<file path="config.mk">
export PLATFORM = sky130hd
export DESIGN_NAME = stby_fault_seq
export DESIGN_NICKNAME = d
export VERILOG_FILES = /design/src/rtl/stby_pkg.sv /design/src/rtl/stby_hold_cnt.sv /design/src/rtl/stby_flag_reg.sv /design/src/rtl/stby_cause_arb.sv /design/src/rtl/stby_fault_seq.sv
export SDC_FILE = /design/constraint.sdc
export NUM_CORES = 1
export LEC_CHECK = 0
export BUFFER_PORTS_ARGS = -buffer_cell sky130_fd_sc_hd__buf_2
export CORE_MARGIN = 4
export CORE_UTILIZATION = 45
export CTS_BUF_LIST = sky130_fd_sc_hd__clkbuf_4
export DETAILED_ROUTE_END_ITERATION = 8
export PLACE_DENSITY = 0.62
export SYNTH_ARGS = -nofsm -noshare
export SYNTH_HDL_FRONTEND = slang
export SYNTH_HIERARCHICAL = 1
export SYNTH_SLANG_ARGS = --single-unit
</file>
<file path="constraint.sdc">
create_clock -name clk_i -period 3.6 [get_ports clk_i]
set_input_delay 0.18 -clock clk_i [delete_from_list [all_inputs] [get_ports clk_i]]
set_output_delay 0.18 -clock clk_i [all_outputs]
set_load 0.01 [all_outputs]
</file>
<file path="src/rtl/stby_pkg.sv">
package stby_pkg;

   typedef enum logic [1:0] {
      ST_NORMAL  = 2'd0,
      ST_RESTART = 2'd1,
      ST_FAULT   = 2'd2,
      ST_RSTSTBY = 2'd3
   } stby_state_e;

   localparam int unsigned FB_RESET   = 0;
   localparam int unsigned FB_LVD     = 2;
   localparam int unsigned FB_BTN     = 3;
   localparam int unsigned FB_THERM   = 4;
   localparam int unsigned FLAG_MIN_W = 5;

endpackage

</file>
<file path="src/rtl/stby_hold_cnt.sv">
module stby_hold_cnt #(
   parameter int unsigned CW = 8
) (
   input  logic          clk_i,
   input  logic          rst_ni,
   input  logic          tick_i,
   input  logic          in_i,
   input  logic [CW-1:0] limit_i,
   output logic          held_o
);

   logic [CW-1:0] cnt_q;

   generate
      if (CW < 1) begin : g_bad_width
         $error("stby_hold_cnt: CW must be at least 1");
      end
   endgenerate

   always_ff @(posedge clk_i or negedge rst_ni) begin
      if (!rst_ni)
         cnt_q <= '0;
      else if (!in_i)
         cnt_q <= '0;
      else if (tick_i && (cnt_q < limit_i))
         cnt_q <= cnt_q + 1'b1;
   end

   assign held_o = in_i && (cnt_q >= limit_i);

   // a dropped input restarts the count
   p_cnt_clear_r6: assert property (@(posedge clk_i) disable iff (!rst_ni)
      !in_i |=> (cnt_q == '0));

   // a hold can only be reported while the input is present
   p_held_needs_in_r6: assert property (@(posedge clk_i) disable iff (!rst_ni)
      held_o |-> in_i);

endmodule

</file>
<file path="src/rtl/stby_flag_reg.sv">
module stby_flag_reg #(
   parameter int unsigned FLAG_W = 5
) (
   input  logic              clk_i,
   input  logic              rst_ni,
   input  logic [FLAG_W-1:0] set_i,
   input  logic [FLAG_W-1:0] clr_i,
   output logic [FLAG_W-1:0] flags_o
);
   import stby_pkg::*;

   localparam logic [FLAG_W-1:0] LIVE_MASK =
      FLAG_W'((1 << FB_RESET) | (1 << FB_LVD) | (1 << FB_BTN) | (1 << FB_THERM));

   generate
      if (FLAG_W < FLAG_MIN_W) begin : g_bad_width
         $error("stby_flag_reg: FLAG_W too small for the cause bits");
      end
      for (genvar i = 0; i < FLAG_W; i++) begin : g_bit
         if (LIVE_MASK[i]) begin : g_live
            logic flag_q;
            always_ff @(posedge clk_i or negedge rst_ni) begin
               if (!rst_ni)
                  flag_q <= 1'b0;
               else if (set_i[i])
                  flag_q <= 1'b1;
               else if (clr_i[i])
                  flag_q <= 1'b0;
            end
            assign flags_o[i] = flag_q;

            // a flag holds until its clear bit is written
            p_flag_sticky_r9: assert property (@(posedge clk_i) disable iff (!rst_ni)
               (flag_q && !clr_i[i]) |=> flag_q);
         end else begin : g_dead
            assign flags_o[i] = 1'b0;
         end
      end
   endgenerate

endmodule

</file>
<file path="src/rtl/stby_cause_arb.sv">
module stby_cause_arb #(
   parameter int unsigned FLAG_W = 5
) (
   input  stby_pkg::stby_state_e state_i,
   input  logic                  in_stby_i,
   input  logic                  rst_req_i,
   input  logic                  vdd_ok_i,
   input  logic                  btn_held_i,
   input  logic                  therm_held_i,
   input  logic                  restart_i,
   output logic [FLAG_W-1:0]     set_o,
   output stby_pkg::stby_state_e state_d_o
);
   import stby_pkg::*;

   logic rst_act, lvd_act, btn_act, thm_act;

   always_comb begin
      rst_act = rst_req_i    && (!in_stby_i || (state_i != ST_RSTSTBY));
      lvd_act = !vdd_ok_i    && (!in_stby_i || (state_i == ST_RESTART));
      btn_act = btn_held_i   && (!in_stby_i || (state_i == ST_NORMAL) ||
                                 (state_i == ST_RESTART));
      thm_act = therm_held_i && !in_stby_i;

      set_o           = '0;
      set_o[FB_RESET] = rst_act;
      set_o[FB_LVD]   = lvd_act;
      set_o[FB_BTN]   = btn_act;
      set_o[FB_THERM] = thm_act;

      if (rst_act)
         state_d_o = ST_RSTSTBY;
      else if (lvd_act || btn_act || thm_act)
         state_d_o = ST_FAULT;
      else begin
         unique case (state_i)
            ST_FAULT, ST_RSTSTBY: state_d_o = restart_i ? ST_RESTART : state_i;
            ST_RESTART:           state_d_o = restart_i ? ST_RESTART : ST_NORMAL;
            default:              state_d_o = ST_NORMAL;
         endcase
      end
   end

endmodule

</file>
<file path="src/rtl/stby_fault_seq.sv">
module stby_fault_seq #(
   parameter int unsigned BTN_HOLD = 4000,
   parameter int unsigned TW       = 16,
   parameter int unsigned FLAG_W   = 5,
   localparam int unsigned BTN_CW  = $clog2(BTN_HOLD + 1) < 1 ? 1 : $clog2(BTN_HOLD + 1)
) (
   input  logic              clk_i,
   input  logic              rst_ni,
   input  logic              tick_i,
   input  logic [1:0]        pwr_state_i,
   input  logic              rst_req_i,
   input  logic              vdd_ok_i,
   input  logic              btn_i,
   input  logic              btn_en_i,
   input  logic              therm_i,
   input  logic              therm_en_i,
   input  logic [TW-1:0]     therm_hold_i,
   input  logic              restart_i,
   input  logic [FLAG_W-1:0] flag_clr_i,
   output logic [1:0]        state_o,
   output logic              work_pwr_en_o,
   output logic              stby_pwr_en_o,
   output logic [FLAG_W-1:0] flags_o
);
   import stby_pkg::*;

   localparam logic [BTN_CW-1:0] BTN_LIMIT = BTN_CW'(BTN_HOLD);

   generate
      if (TW < 1) begin : g_bad_tw
         $error("stby_fault_seq: TW must be at least 1");
      end
      if (FLAG_W < FLAG_MIN_W) begin : g_bad_fw
         $error("stby_fault_seq: FLAG_W too small");
      end
   endgenerate

   stby_state_e       state_q, state_d;
   logic              btn_held, therm_held;
   logic [FLAG_W-1:0] flag_set;

   stby_hold_cnt #(.CW(BTN_CW)) u_btn_hold (
      .clk_i   (clk_i),
      .rst_ni  (rst_ni),
      .tick_i  (tick_i),
      .in_i    (btn_i && btn_en_i),
      .limit_i (BTN_LIMIT),
      .held_o  (btn_held)
   );

   stby_hold_cnt #(.CW(TW)) u_therm_hold (
      .clk_i   (clk_i),
      .rst_ni  (rst_ni),
      .tick_i  (tick_i),
      .in_i    (therm_i && therm_en_i),
      .limit_i (therm_hold_i),
      .held_o  (therm_held)
   );

   stby_cause_arb #(.FLAG_W(FLAG_W)) u_arb (
      .state_i      (state_q),
      .in_stby_i    (pwr_state_i[1]),
      .rst_req_i    (rst_req_i),
      .vdd_ok_i     (vdd_ok_i),
      .btn_held_i   (btn_held),
      .therm_held_i (therm_held),
      .restart_i    (restart_i),
      .set_o        (flag_set),
      .state_d_o    (state_d)
   );

   stby_flag_reg #(.FLAG_W(FLAG_W)) u_flags (
      .clk_i   (clk_i),
      .rst_ni  (rst_ni),
      .set_i   (flag_set),
      .clr_i   (flag_clr_i),
      .flags_o (flags_o)
   );

   always_ff @(posedge clk_i or negedge rst_ni) begin
      if (!rst_ni)
         state_q <= ST_NORMAL;
      else
         state_q <= state_d;
   end

   assign state_o       = state_q;
   assign work_pwr_en_o = (state_q == ST_NORMAL) || (state_q == ST_RESTART);
   assign stby_pwr_en_o = (state_q != ST_RSTSTBY);

   // a fresh reset flag always lands together with Reset Standby
   p_rst_flag_state_r2: assert property (@(posedge clk_i) disable iff (!rst_ni)
      $rose(flags_o[FB_RESET]) |-> (state_o == 2'd3));

   // a fresh voltage flag always comes with working power removed
   p_lvd_flag_power_r3: assert property (@(posedge clk_i) disable iff (!rst_ni)
      $rose(flags_o[FB_LVD]) |-> !work_pwr_en_o);

   // a fresh button flag always comes with working power removed
   p_btn_flag_power_r4: assert property (@(posedge clk_i) disable iff (!rst_ni)
      $rose(flags_o[FB_BTN]) |-> !work_pwr_en_o);

   // thermal alarm never flags across a Standby cycle
   p_therm_ignored_r7: assert property (@(posedge clk_i) disable iff (!rst_ni)
      pwr_state_i[1] |=> !$rose(flags_o[FB_THERM]));

endmodule

</file>
* Word level (Yosys, flattened, before mapping)
Cells that the tools add are included.
W data, S select, Z words.
** Storage, ports and cells
- Memory bits (read-only) :: 0
- Bits in registers :: 34
- Input bits :: 33
- Latch bits :: 0
- Logic and storage cells :: 62
- Output and inout port bits :: 9
- Memories :: 0
- Memory bits (writable) :: 0
** Operators by class
- Muxes and demuxes :: 17
- Add/subtract/negate cells :: 2
- $lt $le $gt $ge :: 4
- Equal/unequal tests :: 7
- Shift-type cells :: 0
- Reduce and logical (&&, ||, !) cells :: 25
- Div/mod/pow operators :: 0
- $mul :: 0
- Bitwise logic cells :: 0
** Operators with widths (number)
- $mux W16 :: 2
- $mux W12 :: 2
- $add A16 B1 Y16 const B :: 1
- $ge A16 B16 Y1 :: 1
- $lt A16 B16 Y1 :: 1
- $add A12 B1 Y12 const B :: 1
- $ge A12 B12 Y1 const B :: 1
- $lt A12 B12 Y1 const B :: 1
- $logic_and A1 B1 Y1 :: 10
- $mux W1 :: 9
- $reduce_bool A2 Y1 :: 4
- $logic_or A1 B1 Y1 :: 7
- $mux W2 :: 3
- $ne A2 B2 Y1 const B :: 3
- $eq A2 B2 Y1 const B :: 2
- $ne A4 B2 Y1 const B :: 1
- $pmux W2 S2 :: 1
- $eq A2 B1 Y1 const B :: 1
- $logic_not A1 Y1 :: 2
- $logic_not A2 Y1 :: 1
- $reduce_or A2 Y1 :: 1

* Logic depth before layout (Yosys ltp)
Gate-level depths: netlist (run 1).
- Depth in word-level cells :: 8
- Depth in mapped cells :: 11
- Gate-level depth less buffers :: 11

* Modules after synthesis
The synthesis (run 1) kept the hierarchy.
** Modules (own cells, without submodules)
- stby_hold_cnt (u_therm_hold) :: area each 1303.8 sq um, cells an instance 151, instances 1, sequential area each 400.4 sq um
- stby_hold_cnt (u_btn_hold) :: area each 1074.8 sq um, cells an instance 115, instances 1, sequential area each 300.3 sq um
- stby_flag_reg :: area each 186.4 sq um, cells an instance 18, instances 1, sequential area each 100.1 sq um
- stby_cause_arb :: area each 141.4 sq um, cells an instance 22, instances 1, sequential area each 0.0 sq um
- stby_fault_seq :: area each 77.6 sq um, cells an instance 8, instances 1, sequential area each 50.0 sq um

* Worst setup path before layout (run 1)
Ideal clock, no wire load.
- Kind :: register to register
- Start point :: reg u_therm_hold.cnt_q[1]
- End point :: reg u_therm_hold.cnt_q[5]
- Period minus slack after synthesis :: 2034 ps
- Setup time :: 78 ps
- Cell stages (with the launch flop) :: 9
- Data arrival time :: 1955 ps
- Path buffers :: 1
- Required time :: 3522 ps
- Slack :: 1566 ps
- Cells stage by stage :: dfrtp_1 -> ha_1 -> nor2b_4 -> o211ai_2 -> a2111o_1 -> nand3_2 -> buf_6 -> or4_1 -> a21oi_1
** On the way
- Longest elaborated chain between the ends :: 3
- Elaborated cells between the ends (all ways) :: 6
- Classes of those cells :: add/sub: 1; order compare: 1; eq/ne: 1; mux: 2; reduce/logical: 1
** Ends and longest elaborated chain
- start, declared :: RTL line stby_hold_cnt.sv:12 : logic [CW-1:0] cnt_q;
- start signal, assigned :: RTL line stby_hold_cnt.sv:26 : cnt_q <= cnt_q + 1'b1;
- $add A16 B1 Y16 or $lt A16 B16 Y1 (tied branches) :: RTL line stby_hold_cnt.sv:26, stby_hold_cnt.sv:25
- $mux W16 or $logic_and A1 B1 Y1 (tied branches) :: RTL line stby_hold_cnt.sv:25 : else if (tick_i && (cnt_q < limit_i))
- $mux W16 or $ne A2 B2 Y1 (tied branches)
Several ways; a longest one is shown, not always the timed one. The select of a mux whose other input is x is not followed.
A chain may end at the register's enable or synchronous reset.

* Final worst setup path (run 1)
- Start point :: reg u_therm_hold.cnt_q[11]
- End point :: reg u_therm_hold.cnt_q[9]
** On the way
- Longest elaborated chain between the ends :: 3
** Ends and longest elaborated chain (RTL line)
- $lt A16 B16 Y1 :: stby_hold_cnt.sv:25
- $logic_and A1 B1 Y1 :: stby_hold_cnt.sv:25
- $ne A2 B2 Y1 (no source line)
Every way passes these cells.

==> results of run 1 <==
==> registers in the layout, summed over array words and instances (netlist names) <==
name	flops
u_therm_hold/cnt_q	16
u_btn_hold/cnt_q	12
u_flags/g_bit.g_live.flag_q	4
state_o	2
==> layout make-up <==
type | count | area, sq um
fillers | 582 | 2880
multi-input cells | 233 | 1680
flip-flops and latches | 34 | 851
repair buffers | 39 | 200
inverters | 39 | 146
well taps | 75 | 93.8
clock inverters | 3 | 63.8
clock buffers | 5 | 37.5
==> tightest hold or removal path, stage by stage <==
cell and delay, ps:
sky130_fd_sc_hd__buf_2 90, sky130_fd_sc_hd__inv_1 40, sky130_fd_sc_hd__a21o_1 90
==> routing by layer <==
metal	routed length, um	GRT usage	up-vias
li1	-	-	1171
met1	2630	0.202	1088
met2	2780	0.284	54
met3	281	0.0380	2
met4	31	0.0496	0
met5	0	0	-
==> power by group <==
part	switching (mW)	internal (mW)
logic	0.0699	0.0512
clock network	0.140	0.214
registers	0.00946	0.390
total	0.219	0.655
==> worst min-delay path by stage <==
stage                  start                              to  slack [ps]  cells past startpoint
2_1_floorplan         rst_ni                      state_o[0]        -120                      0
4_1_cts        flag_clr_i[2]  u_flags/g_bit[2].g_live.flag_q          70                      3
3_5_place_dp          rst_ni             u_btn_hold/cnt_q[7]         330                      1
5_1_grt        flag_clr_i[3]  u_flags/g_bit[3].g_live.flag_q          60                      3
3_3_place_gp          rst_ni             u_btn_hold/cnt_q[7]         320                      1
6_report       flag_clr_i[2]  u_flags/g_bit[2].g_live.flag_q          90                      3
==> metrics by stage <==
step                      area (sq um)  hold WS (ps)  total power, mW  setup slack, ps  cells
final                             3080          88.0            0.875             1160    428
after global routing              3080          60.3            0.927              930    428
after CTS                         3080          67.5            0.888             1160    428
after detailed placement          2970           325            0.529             1170    419
after global placement            2970           316            0.526             1200    419
after floorplan                   2810          -116            0.489             1570    322
==> impl_results.md, run 1 <==
- Iteration-0 DRC count of the detailed router: 66
- Buffers & Inverters on Critical Path: 0
- Vias per cell: 5.41
- Leading cell type in the layout, fill and taps excluded: sky130_fd_sc_hd__inv_1
- Run status: finished, final reports clean
- Chip height: 86.5 um
- Clock sink count: 34
- CP Cell Sequence: ha_1, a21oi_1, o21ai_1, a21oi_4, nand3_2, or4_1, a21oi_1
- Number of hold buffers added after cts: 1
- Max-capacitance violation count: 0
- Crit Path Max Fanout: 23
- Number of buffers added for setup after CTS: 0
- Min cycle time layout: 2440 ps
- Crit start category: flip-flop
- Clock tree from TritonCTS: done
- Most used cells in the layout excluding fill and tap cells: 39 x sky130_fd_sc_hd__inv_1, 38 x sky130_fd_sc_hd__buf_2, 34 x sky130_fd_sc_hd__dfrtp_1
- Slowest cell on the critical path: sky130_fd_sc_hd__or4_1
- Clock slew seen by the registers of the worst setup and hold paths: 120 ps
- Destination of the worst register-to-register timing path: u_therm_hold/cnt_q[9]
- Achievable clock frequency: 409 MHz
- Worst vdd rail ir drop: 0.191 mV
- Crit path top cell by count: sky130_fd_sc_hd__a21oi_1
- Clk Tree Root Cell: sky130_fd_sc_hd__clkbuf_4
- Later-pin clock latency in the skew report: 340 ps
- Area growth from synthesis to final layout: 11.0%
- Average routed wire per standard cell: 13.4 um
- Synthesized area divided by synthesized cell count: 8.89 sq um
- Total wirelength of the detailed-routed design: 5.72 mm
- Yosys warnings: 6
- Fin nets: 415
- Largest net degree at the start of global routing: 35
- Clock skew: 14.8 ps
- GRT Resource Usage Total: 0.164
- TritonCTS Buffers: 5
- Number of design rule violations left after detail routing: 0
- Via count of the first global-routing pass: 2,234
- Final setup viols: 0
- Netlist area before placement: 0.00277 sq mm
- Global-route wire length before repair: 9.87 mm
- Cell count after synthesis: 312
- IO buf count: 38
- Antenna Cells: 0
- Share of cells above drive strength 1: 0.193
- Worst Setup EP: u_therm_hold/cnt_q[9]
- Starting Density: 0.466
- Count of vias placed by the detailed router: 2,315
- Max clock buf depth: 2
- Category of the most critical setup path: reg2reg
- Number of antenna violations at the first check in global routing: 0
- Post_cts resized: 0
- Data arrival time of the critical path: 2700 ps
- Number of top-level pins: 42
- Number of cells on the critical path: 7
- Setup repair after global routing missed its margin: no
- Pins Over Slew Limit: 0
- Static Leakage: 1.50 nW
- Startpoint of the most critical register-to-register path: u_therm_hold/cnt_q[11]
- Floorplan core area: 0.00596 sq mm
- Slew HR: 0.453
- TNS Setup: 0 ps
- Final Hold Violating Endpoints: 0
- Remaining number of nets flagged by the antenna check after routing: 0
- Slew of the pin with the lowest slew margin: 821 ps
- Die Area: 0.00748 sq mm
- Site row count: 28
- Post-Route Utilization: 0.517
- Data required, critical path: 3860 ps
- Sum of net half-perimeters after detailed placement: 4.22 mm
- Setup slack on the worst flop-to-flop path: 1160 ps
- Worst Setup SP: u_therm_hold/cnt_q[11]
- GRT overflow: 0
- Number of cells on the worst reg-to-reg path: 7
- PD cells: 284 mW/mm^2
- Kind of cell adding the most delay to the critical path: simple AND/OR/NAND/NOR gates
- Endpoint class of the critical path: flip-flop
- H-tree depth: 2
- HP Class: in2reg
- Share of the cycle needed by the critical path after routing: 0.679
- Placer Congestion: 0.786
- Detailed Routing Iterations Pass 1: 4
- Largest incremental delay on the critical path: 620 ps
- Die width: 86.5 um
(Power assumes the default switching activity.)
==> inputs of run 2 (changes only) <==
--- a/config.mk
+++ b/config.mk
@@ -10,7 +10,7 @@
 export CORE_UTILIZATION = 45
 export CTS_BUF_LIST = sky130_fd_sc_hd__clkbuf_4
 export DETAILED_ROUTE_END_ITERATION = 8
-export PLACE_DENSITY = 0.62
+export PLACE_DENSITY = 0.65
 export SYNTH_ARGS = -nofsm -noshare
 export SYNTH_HDL_FRONTEND = slang
 export SYNTH_HIERARCHICAL = 1
==> constraint.sdc (replaced) <==
create_clock -name clk_i -period 2.15 [get_ports clk_i]
set_input_delay 0.1075 -clock clk_i [delete_from_list [all_inputs] [get_ports clk_i]]
set_output_delay 0.1075 -clock clk_i [all_outputs]
set_load 0.01 [all_outputs]
==> run 2 against run 1 <==
Net effect: the flow now finishes with violations (negative setup slack); die area is the same; fmax grew 11%; sequential share of layout area shrank 3.2 points; clock power is essentially flat; design area grew 13%; clock skew shrank 8.5 ps; final cell count grew 7.9%; global-route usage grew 0.54 points; largest cell class unchanged; largest power group unchanged; highest routed layer unchanged.
==> impl_results.md, run 2 (same netlist as run 1, synthesis figures left out) <==
- Category of the most critical setup path: reg2reg (unchanged)
- Internal power: 0.883 mW (was 0.655 mW)
- Via count of the first global-routing pass: 2,365 (was 2,234)
- Run status: complete, but fails checks (was finished, final reports clean)
- Achievable clock frequency: 453 MHz (was 409 MHz)
- Fillers: 558 (was 582)
- TNS Setup: -225 ps (was 0 ps)
- Seq. cell area: 851 sq um (unchanged)
- Clock skew: 6.21 ps (was 14.8 ps)
- Setup repair after global routing missed its margin: yes (was no)
- CP Cell Sequence: ha_4, nor2b_4, o211ai_2, a2111o_1, nand3_4, or4_4, a21oi_2 (was ha_1, a21oi_1, o21ai_1, a21oi_4, nand3_2, or4_1, a21oi_1)
- GRT overflow: 0 (unchanged)
- Count of vias placed by the detailed router: 2,453 (was 2,315)
- Share of total power consumed by net switching: 0.302 (was 0.251)
- Max FFs per register: 16 (unchanged)
- Registers with the most flip-flops: u_therm_hold/cnt_q x16, u_btn_hold/cnt_q x12, u_flags/g_bit.g_live.flag_q x4 (unchanged)
- Area growth from synthesis to final layout: 25.3% (was 11.0%)
- Chip height: 86.5 um (unchanged)
- Crit start category: flip-flop (unchanged)
- Max-capacitance violation count: 0 (unchanged)
- GRT Resource Usage Total: 0.169 (was 0.164)
- Net switching power figure: 0.382 mW (was 0.219 mW)
- Iteration-0 DRC count of the detailed router: 129 (was 66)
- Site row count: 28 (unchanged)
- Clk Tree Root Cell: sky130_fd_sc_hd__clkbuf_4 (unchanged)
- Proportion of power drawn by the clock network: 0.282 (was 0.405)
- Crit Path Max Fanout: 5 (was 23)
- Final Hold Violating Endpoints: 0 (unchanged)
- Number of top-level pins: 42 (unchanged)
- Die Area: 0.00748 sq mm (unchanged)
- Data required, critical path: 2410 ps (was 3860 ps)
- Number of antenna violations at the first check in global routing: 0 (unchanged)
- Detailed Routing Iterations Pass 1: 4 (unchanged)
- Footprint of the multi-input gates: 0.00189 sq mm (was 0.00168 sq mm)
- Min cycle time layout: 2210 ps (was 2440 ps)
- Proportion of power drawn by flip-flops and latches: 0.528 (was 0.457)
- Share of cells above drive strength 1: 0.328 (was 0.193)
- PD cells: 364 mW/mm^2 (was 284 mW/mm^2)
- Most used cells in the layout excluding fill and tap cells: 38 x sky130_fd_sc_hd__inv_1, 38 x sky130_fd_sc_hd__buf_2, 34 x sky130_fd_sc_hd__dfrtp_1 (was 39 x sky130_fd_sc_hd__inv_1, 38 x sky130_fd_sc_hd__buf_2, 34 x sky130_fd_sc_hd__dfrtp_1)
- Slowest cell on the critical path: sky130_fd_sc_hd__or4_4 (was sky130_fd_sc_hd__or4_1)
- Clock sink count: 34 (unchanged)
- Endpoint class of the critical path: flip-flop (unchanged)
- Data arrival time of the critical path: 2470 ps (was 2700 ps)
- Setup slack of the critical path after layout: -57.2 ps (was 1160 ps)
- Global-route wire length before repair: 10.4 mm (was 9.87 mm)
- Pins Over Slew Limit: 0 (unchanged)
- Remaining number of nets flagged by the antenna check after routing: 0 (unchanged)
- Floorplan core area: 0.00596 sq mm (unchanged)
- Largest Register: u_therm_hold/cnt_q (unchanged)
- Logic gate share of total power: 0.190 (was 0.138)
- Starting Density: 0.466 (unchanged)
- Slew of the pin with the lowest slew margin: 812 ps (was 821 ps)
- HP Class: in2reg (unchanged)
- Clock slew seen by the registers of the worst setup and hold paths: 120 ps (about the same)
- Sum of net half-perimeters after detailed placement: 4.46 mm (was 4.22 mm)
- Slew HR: 0.458 (was 0.453)
- Largest incremental delay on the critical path: 540 ps (was 620 ps)
- Average routed wire per standard cell: 13.7 um (was 13.4 um)
- Final setup viols: 6 (was 0)
- Antenna Cells: 0 (unchanged)
- Fin nets: 449 (was 415)
- Vias per cell: 5.31 (was 5.41)
- Die width: 86.5 um (unchanged)
- Violations in the final reports: negative setup slack
- Total wirelength of the detailed-routed design: 6.34 mm (was 5.72 mm)
- Static Leakage: 1.67 nW (was 1.50 nW)
- Worst vdd rail ir drop: 0.284 mV (was 0.191 mV)
- Later-pin clock latency in the skew report: 330 ps (was 340 ps)
- Overall power consumption: 1.27 mW (was 0.875 mW)
- Clock tree from TritonCTS: done (unchanged)
- Placer Congestion: 0.788 (was 0.786)
- H-tree depth: 2 (unchanged)
- Largest net degree at the start of global routing: 35 (unchanged)
- Max clock buf depth: 2 (unchanged)
- Share of the cycle needed by the critical path after routing: 1.03 (was 0.679)
- Kind of cell adding the most delay to the critical path: simple AND/OR/NAND/NOR gates (unchanged)
- IO buf count: 38 (unchanged)
- Buffers & Inverters on Critical Path: 0 (unchanged)
- Number of design rule violations left after detail routing: 0 (unchanged)
- TritonCTS Buffers: 5 (unchanged)
==> run 2: cell types whose count changed in the layout (fill, tap and decap cells not counted), sizes merged <==
cell / change
bufinv: -2
o221ai: +1
clkinvlp: +1
clkinv: +1
buf: +31
nand3: +2
==> run 2: final cells by class <==
class                   instances  share of cell area
clock buffers                   5              0.0108
clock inverters                 3             0.00468
inverters                      39              0.0421
multi-input cells             236               0.544
flip-flops and latches         34               0.245
well taps                      75              0.0270
repair buffers                 70               0.127
==> run 2: power by group through the flow <==
| stage | clock (mW) | combinational (mW) | sequential, mW |
|---|---|---|---|
| 4_1_cts | 0.366 | 0.223 | 0.667 |
| 5_1_grt | 0.399 | 0.275 | 0.671 |
| 2_1_floorplan | 0 | 0.137 | 0.681 |
| 3_5_place_dp | 0 | 0.219 | 0.680 |
| 6_report | 0.356 | 0.241 | 0.668 |
| 3_3_place_gp | 0 | 0.216 | 0.679 |
==> run 2: final timing paths <==
path / startpoint / to / slack (ps) / depth (start not counted)
min in group asynchronous: rst_ni / u_flags/g_bit[2].g_live.flag_q / 400 / 2
hold reg to reg: u_flags/g_bit[0].g_live.flag_q / u_flags/g_bit[0].g_live.flag_q / 490 / 1
setup reg to reg: u_therm_hold/cnt_q[1] / u_therm_hold/cnt_q[6] / -60 / 7
max in group asynchronous: rst_ni / u_btn_hold/cnt_q[7] / 1240 / 2
hold / removal: flag_clr_i[2] / u_flags/g_bit[2].g_live.flag_q / 30 / 3
setup / recovery: u_therm_hold/cnt_q[1] / u_therm_hold/cnt_q[6] / -60 / 7
==> run 2: stage by stage <==
stage	cell area (sq um)	std cells	worst slack (ps)	hold WS, ps	utilization
after floorplan	2810	322	116	-188	-
after global placement	3180	447	-86.2	253	0.533
after detailed placement	3180	447	-107	246	0.533
after CTS	3250	456	-35.9	16.9	0.546
after global routing	3470	462	-141	28.5	0.583
final	3470	462	-57.2	29.1	0.583
==> run 2: metal layers <==
| metal | share of wire | vias to the layer above | track usage |
|---|---|---|---|
| met5 | 0 | - | 0 |
| li1 | - | 1255 | - |
| met3 | 0.043 | 8 | 0.0266 |
| met4 | 0.015 | 0 | 0.0439 |
| met1 | 0.48 | 1139 | 0.242 |
| met2 | 0.46 | 51 | 0.267 |
==> run 2: worst min-delay path: cells and delay by family <==
kind	cells	cell delay, ps
buffers and inverters	2	130
AO/OA/AOI/OAI	1	90
==> run 2: what timing repair did <==
| action | in CTS | in global routing |
|---|---|---|
| endpoints found under the setup margin | 15 | 22 |
| hold endpoints to repair | 34 | 0 |
| pin swaps | 2 | 14 |
| hold buffers | 1 | 0 |
| cloned | 0 | 3 |
| buffers inserted | 0 | 3 |
| resized for setup | 3 | 30 |
==> inputs of run 3 (changes only) <==
--- a/config.mk
+++ b/config.mk
@@ -7,10 +7,11 @@
 export LEC_CHECK = 0
 export BUFFER_PORTS_ARGS = -buffer_cell sky130_fd_sc_hd__buf_2
 export CORE_MARGIN = 4
-export CORE_UTILIZATION = 45
+export CORE_UTILIZATION = 54
 export CTS_BUF_LIST = sky130_fd_sc_hd__clkbuf_4
 export DETAILED_ROUTE_END_ITERATION = 8
-export PLACE_DENSITY = 0.65
+export PLACE_DENSITY = 0.76
+export SKIP_LAST_GASP = 1
 export SYNTH_ARGS = -nofsm -noshare
 export SYNTH_HDL_FRONTEND = slang
 export SYNTH_HIERARCHICAL = 1
==> run 3 against run 2 <==
Net effect: the flow still finishes with violations (negative setup slack); die area down 15%; setup slack better by 43 ps; global-route usage up 2.8 points; power up 17%; first-iteration DRC count down 0.78%; sequential power about the same; register-to-register slack better by 40 ps; critical path type unchanged; largest cell class unchanged; largest power group unchanged.
==> impl_results.md, run 3 (same netlist as run 1, synthesis figures left out) <==
- Registers with the most flip-flops: u_therm_hold/cnt_q x16, u_btn_hold/cnt_q x12, u_flags/g_bit.g_live.flag_q x4 (unchanged)
- Endpoint class of the critical path: flip-flop (unchanged)
- Final setup viols: 5 (was 6)
- Min cycle time layout: 2160 ps (was 2210 ps)
- Antenna Cells: 0 (unchanged)
- Count of vias placed by the detailed router: 2,441 (was 2,453)
- Site row count: 25 (was 28)
- GRT overflow: 0 (unchanged)
- GRT Resource Usage Total: 0.198 (was 0.169)
- Run status: complete, but fails checks (unchanged)
- Iteration-0 DRC count of the detailed router: 128 (was 129)
- Cell count after placement: 433 (was 447)
- Total wirelength of the detailed-routed design: 6.17 mm (was 6.34 mm)
- Kind of cell adding the most delay to the critical path: simple AND/OR/NAND/NOR gates (unchanged)
- TritonCTS Buffers: 5 (unchanged)
- Largest net degree at the start of global routing: 35 (unchanged)
- IO buf count: 38 (unchanged)
- Remaining number of nets flagged by the antenna check after routing: 0 (unchanged)
- Vias per cell: 5.42 (was 5.31)
- Starting Density: 0.572 (was 0.466)
- Violations in the final reports: negative setup slack (unchanged)
- Clock slew seen by the registers of the worst setup and hold paths: 110 ps (was 120 ps)
- Crit start category: flip-flop (unchanged)
- Chip height: 79.7 um (was 86.5 um)
- Setup slack of the critical path after layout: -13.7 ps (was -57.2 ps)
- Area growth from synthesis to final layout: 22.9% (was 25.3%)
- Logic gate share of total power: 0.155 (was 0.190)
- Internal power: 1.11 mW (was 0.883 mW)
- Data required, critical path: 2410 ps (about the same)
- Number of antenna violations at the first check in global routing: 0 (unchanged)
- Fillers: 377 (was 558)
- Setup repair after global routing missed its margin: yes (unchanged)
- Net switching power figure: 0.368 mW (was 0.382 mW)
- Max-capacitance violation count: 0 (unchanged)
- Category of the most critical setup path: reg2reg (unchanged)
- Slew HR: 0.476 (was 0.458)
- Static Leakage: 1.67 nW (about the same)
- Clock tree from TritonCTS: done (unchanged)
- PD cells: 434 mW/mm^2 (was 364 mW/mm^2)
- Slew of the pin with the lowest slew margin: 786 ps (was 812 ps)
- Largest incremental delay on the critical path: 520 ps (was 540 ps)
- Number of design rule violations left after detail routing: 0 (unchanged)
- Pins Over Slew Limit: 0 (unchanged)
- Slowest cell on the critical path: sky130_fd_sc_hd__or4_1 (was sky130_fd_sc_hd__or4_4)
- Die width: 79.7 um (was 86.5 um)
- Placer Congestion: 0.884 (was 0.788)
- Global-route wire length before repair: 9.98 mm (was 10.4 mm)
- Largest Register: u_therm_hold/cnt_q (unchanged)
- HP Class: in2reg (unchanged)
- Share of the cycle needed by the critical path after routing: 1.01 (was 1.03)
- Share of total power consumed by net switching: 0.249 (was 0.302)
- TNS Setup: -33.1 ps (was -225 ps)
- Leading cell type in the layout, fill and taps excluded: sky130_fd_sc_hd__buf_2
- Data arrival time of the critical path: 2420 ps (was 2470 ps)
- Final Hold Violating Endpoints: 0 (unchanged)
- Max FFs per register: 16 (unchanged)
- Proportion of power drawn by flip-flops and latches: 0.451 (was 0.528)
- Worst vdd rail ir drop: 0.521 mV (was 0.284 mV)
- Achievable clock frequency: 462 MHz (was 453 MHz)
- CP Cell Sequence: ha_1, nand4_1, o21ai_1, nand2_1, nand3_2, buf_6, or4_1, a21oi_2 (was ha_4, nor2b_4, o211ai_2, a2111o_1, nand3_4, or4_4, a21oi_2)
- Dpl ws: -6.57 ps (was -107 ps)
- Clk Tree Root Cell: sky130_fd_sc_hd__clkbuf_4 (unchanged)
- H-tree depth: 2 (unchanged)
- Clock skew: 6.65 ps (was 6.21 ps)
- Fin nets: 445 (was 449)
- Post-route insts no fill: 450 (was 462)
- Share of cells above drive strength 1: 0.316 (was 0.328)
- Detailed Routing Iterations Pass 1: 4 (unchanged)
- Via count of the first global-routing pass: 2,359 (was 2,365)
- Die Area: 0.00634 sq mm (was 0.00748 sq mm)
- Later-pin clock latency in the skew report: 330 ps (about the same)
- Clock sink count: 34 (unchanged)
- Max clock buf depth: 2 (unchanged)
- Buffers & Inverters on Critical Path: 1 (was 0)
- Crit Path Max Fanout: 5 (unchanged)
- Proportion of power drawn by the clock network: 0.394 (was 0.282)
- Number of top-level pins: 42 (unchanged)
- Floorplan core area: 0.00485 sq mm (was 0.00596 sq mm)
- Most used cells in the layout excluding fill and tap cells: 39 x sky130_fd_sc_hd__buf_2, 38 x sky130_fd_sc_hd__inv_1, 34 x sky130_fd_sc_hd__dfrtp_1 (was 38 x sky130_fd_sc_hd__inv_1, 38 x sky130_fd_sc_hd__buf_2, 34 x sky130_fd_sc_hd__dfrtp_1)
- Sum of net half-perimeters after detailed placement: 4.43 mm (was 4.46 mm)
- Average routed wire per standard cell: 13.7 um (about the same)
## run 3: cell count changes in the layout (fill, tap and decap cells not counted), sizes merged
cell,before,now
bufinv,0,2
clkinv,2,1
clkinvlp,1,0
o221ai,2,1
nand3,11,9
buf,69,68
## run 3: metrics by stage
stage | power, mW | cell area, sq um | hold slack (ps) | utilization
6_report | 1.48 | 3410 | 30.5 | 0.703
2_1_floorplan | 0.818 | 2810 | -188 | -
4_1_cts | 1.49 | 3260 | 16.7 | 0.671
3_5_place_dp | 0.897 | 3120 | 239 | 0.644
3_3_place_gp | 0.891 | 3120 | 240 | 0.644
5_1_grt | 1.56 | 3410 | 20.3 | 0.703
## run 3: per-layer routing
metal	share of wire	track usage	routed length (um)
met4	0.012	0.0498	72
met2	0.50	0.341	3080
met3	0.043	0.0361	268
met5	0	0	0
met1	0.45	0.254	2750
## run 3: worst min-delay path, delay by kind of cell
family / cells / cell delay [ps]
AO/OA/AOI/OAI: 1 / 90
buffers and inverters: 2 / 130
## run 3: final timing paths
check                                               start  slack (ps)  depth (start not counted)                             end
max                                u_therm_hold/cnt_q[14]         -10                          8           u_therm_hold/cnt_q[9]
min                                         flag_clr_i[2]          30                          3  u_flags/g_bit[2].g_live.flag_q
max reg2reg                        u_therm_hold/cnt_q[14]         -10                          8           u_therm_hold/cnt_q[9]
min reg2reg                u_flags/g_bit[0].g_live.flag_q         480                          1  u_flags/g_bit[0].g_live.flag_q
max in group asynchronous                          rst_ni        1270                          2          u_therm_hold/cnt_q[15]
min in group asynchronous                          rst_ni         380                          2             u_btn_hold/cnt_q[9]
## run 3: final cells by class
| cell class | instances | area [sq um] | area share |
|---|---|---|---|
| clock inverters | 3 | 63.8 | 0.0187 |
| well taps | 67 | 83.8 | 0.0246 |
| multi-input cells | 233 | 1800 | 0.527 |
| inverters | 39 | 146 | 0.0430 |
| flip-flops and latches | 34 | 851 | 0.250 |
| repair buffers | 69 | 430 | 0.126 |
| clock buffers | 5 | 37.5 | 0.0110 |
## run 3: power groups by stage
stage	clock network, mW	logic (mW)	registers, mW
finish	0.583	0.230	0.667
global route	0.626	0.259	0.670
CTS	0.604	0.222	0.667
detailed placement	0	0.217	0.680
global placement	0	0.211	0.679
floorplan	0	0.137	0.681
## run 3: what timing repair did
item                                   CTS  global route
gates resized for setup                  3            25
cloned                                   0             1
setup endpoints to repair                9            24
endpoints found under the hold margin   34             0
buffers inserted                         1             6
pin swaps                                3             5
hold buffers                             1             0
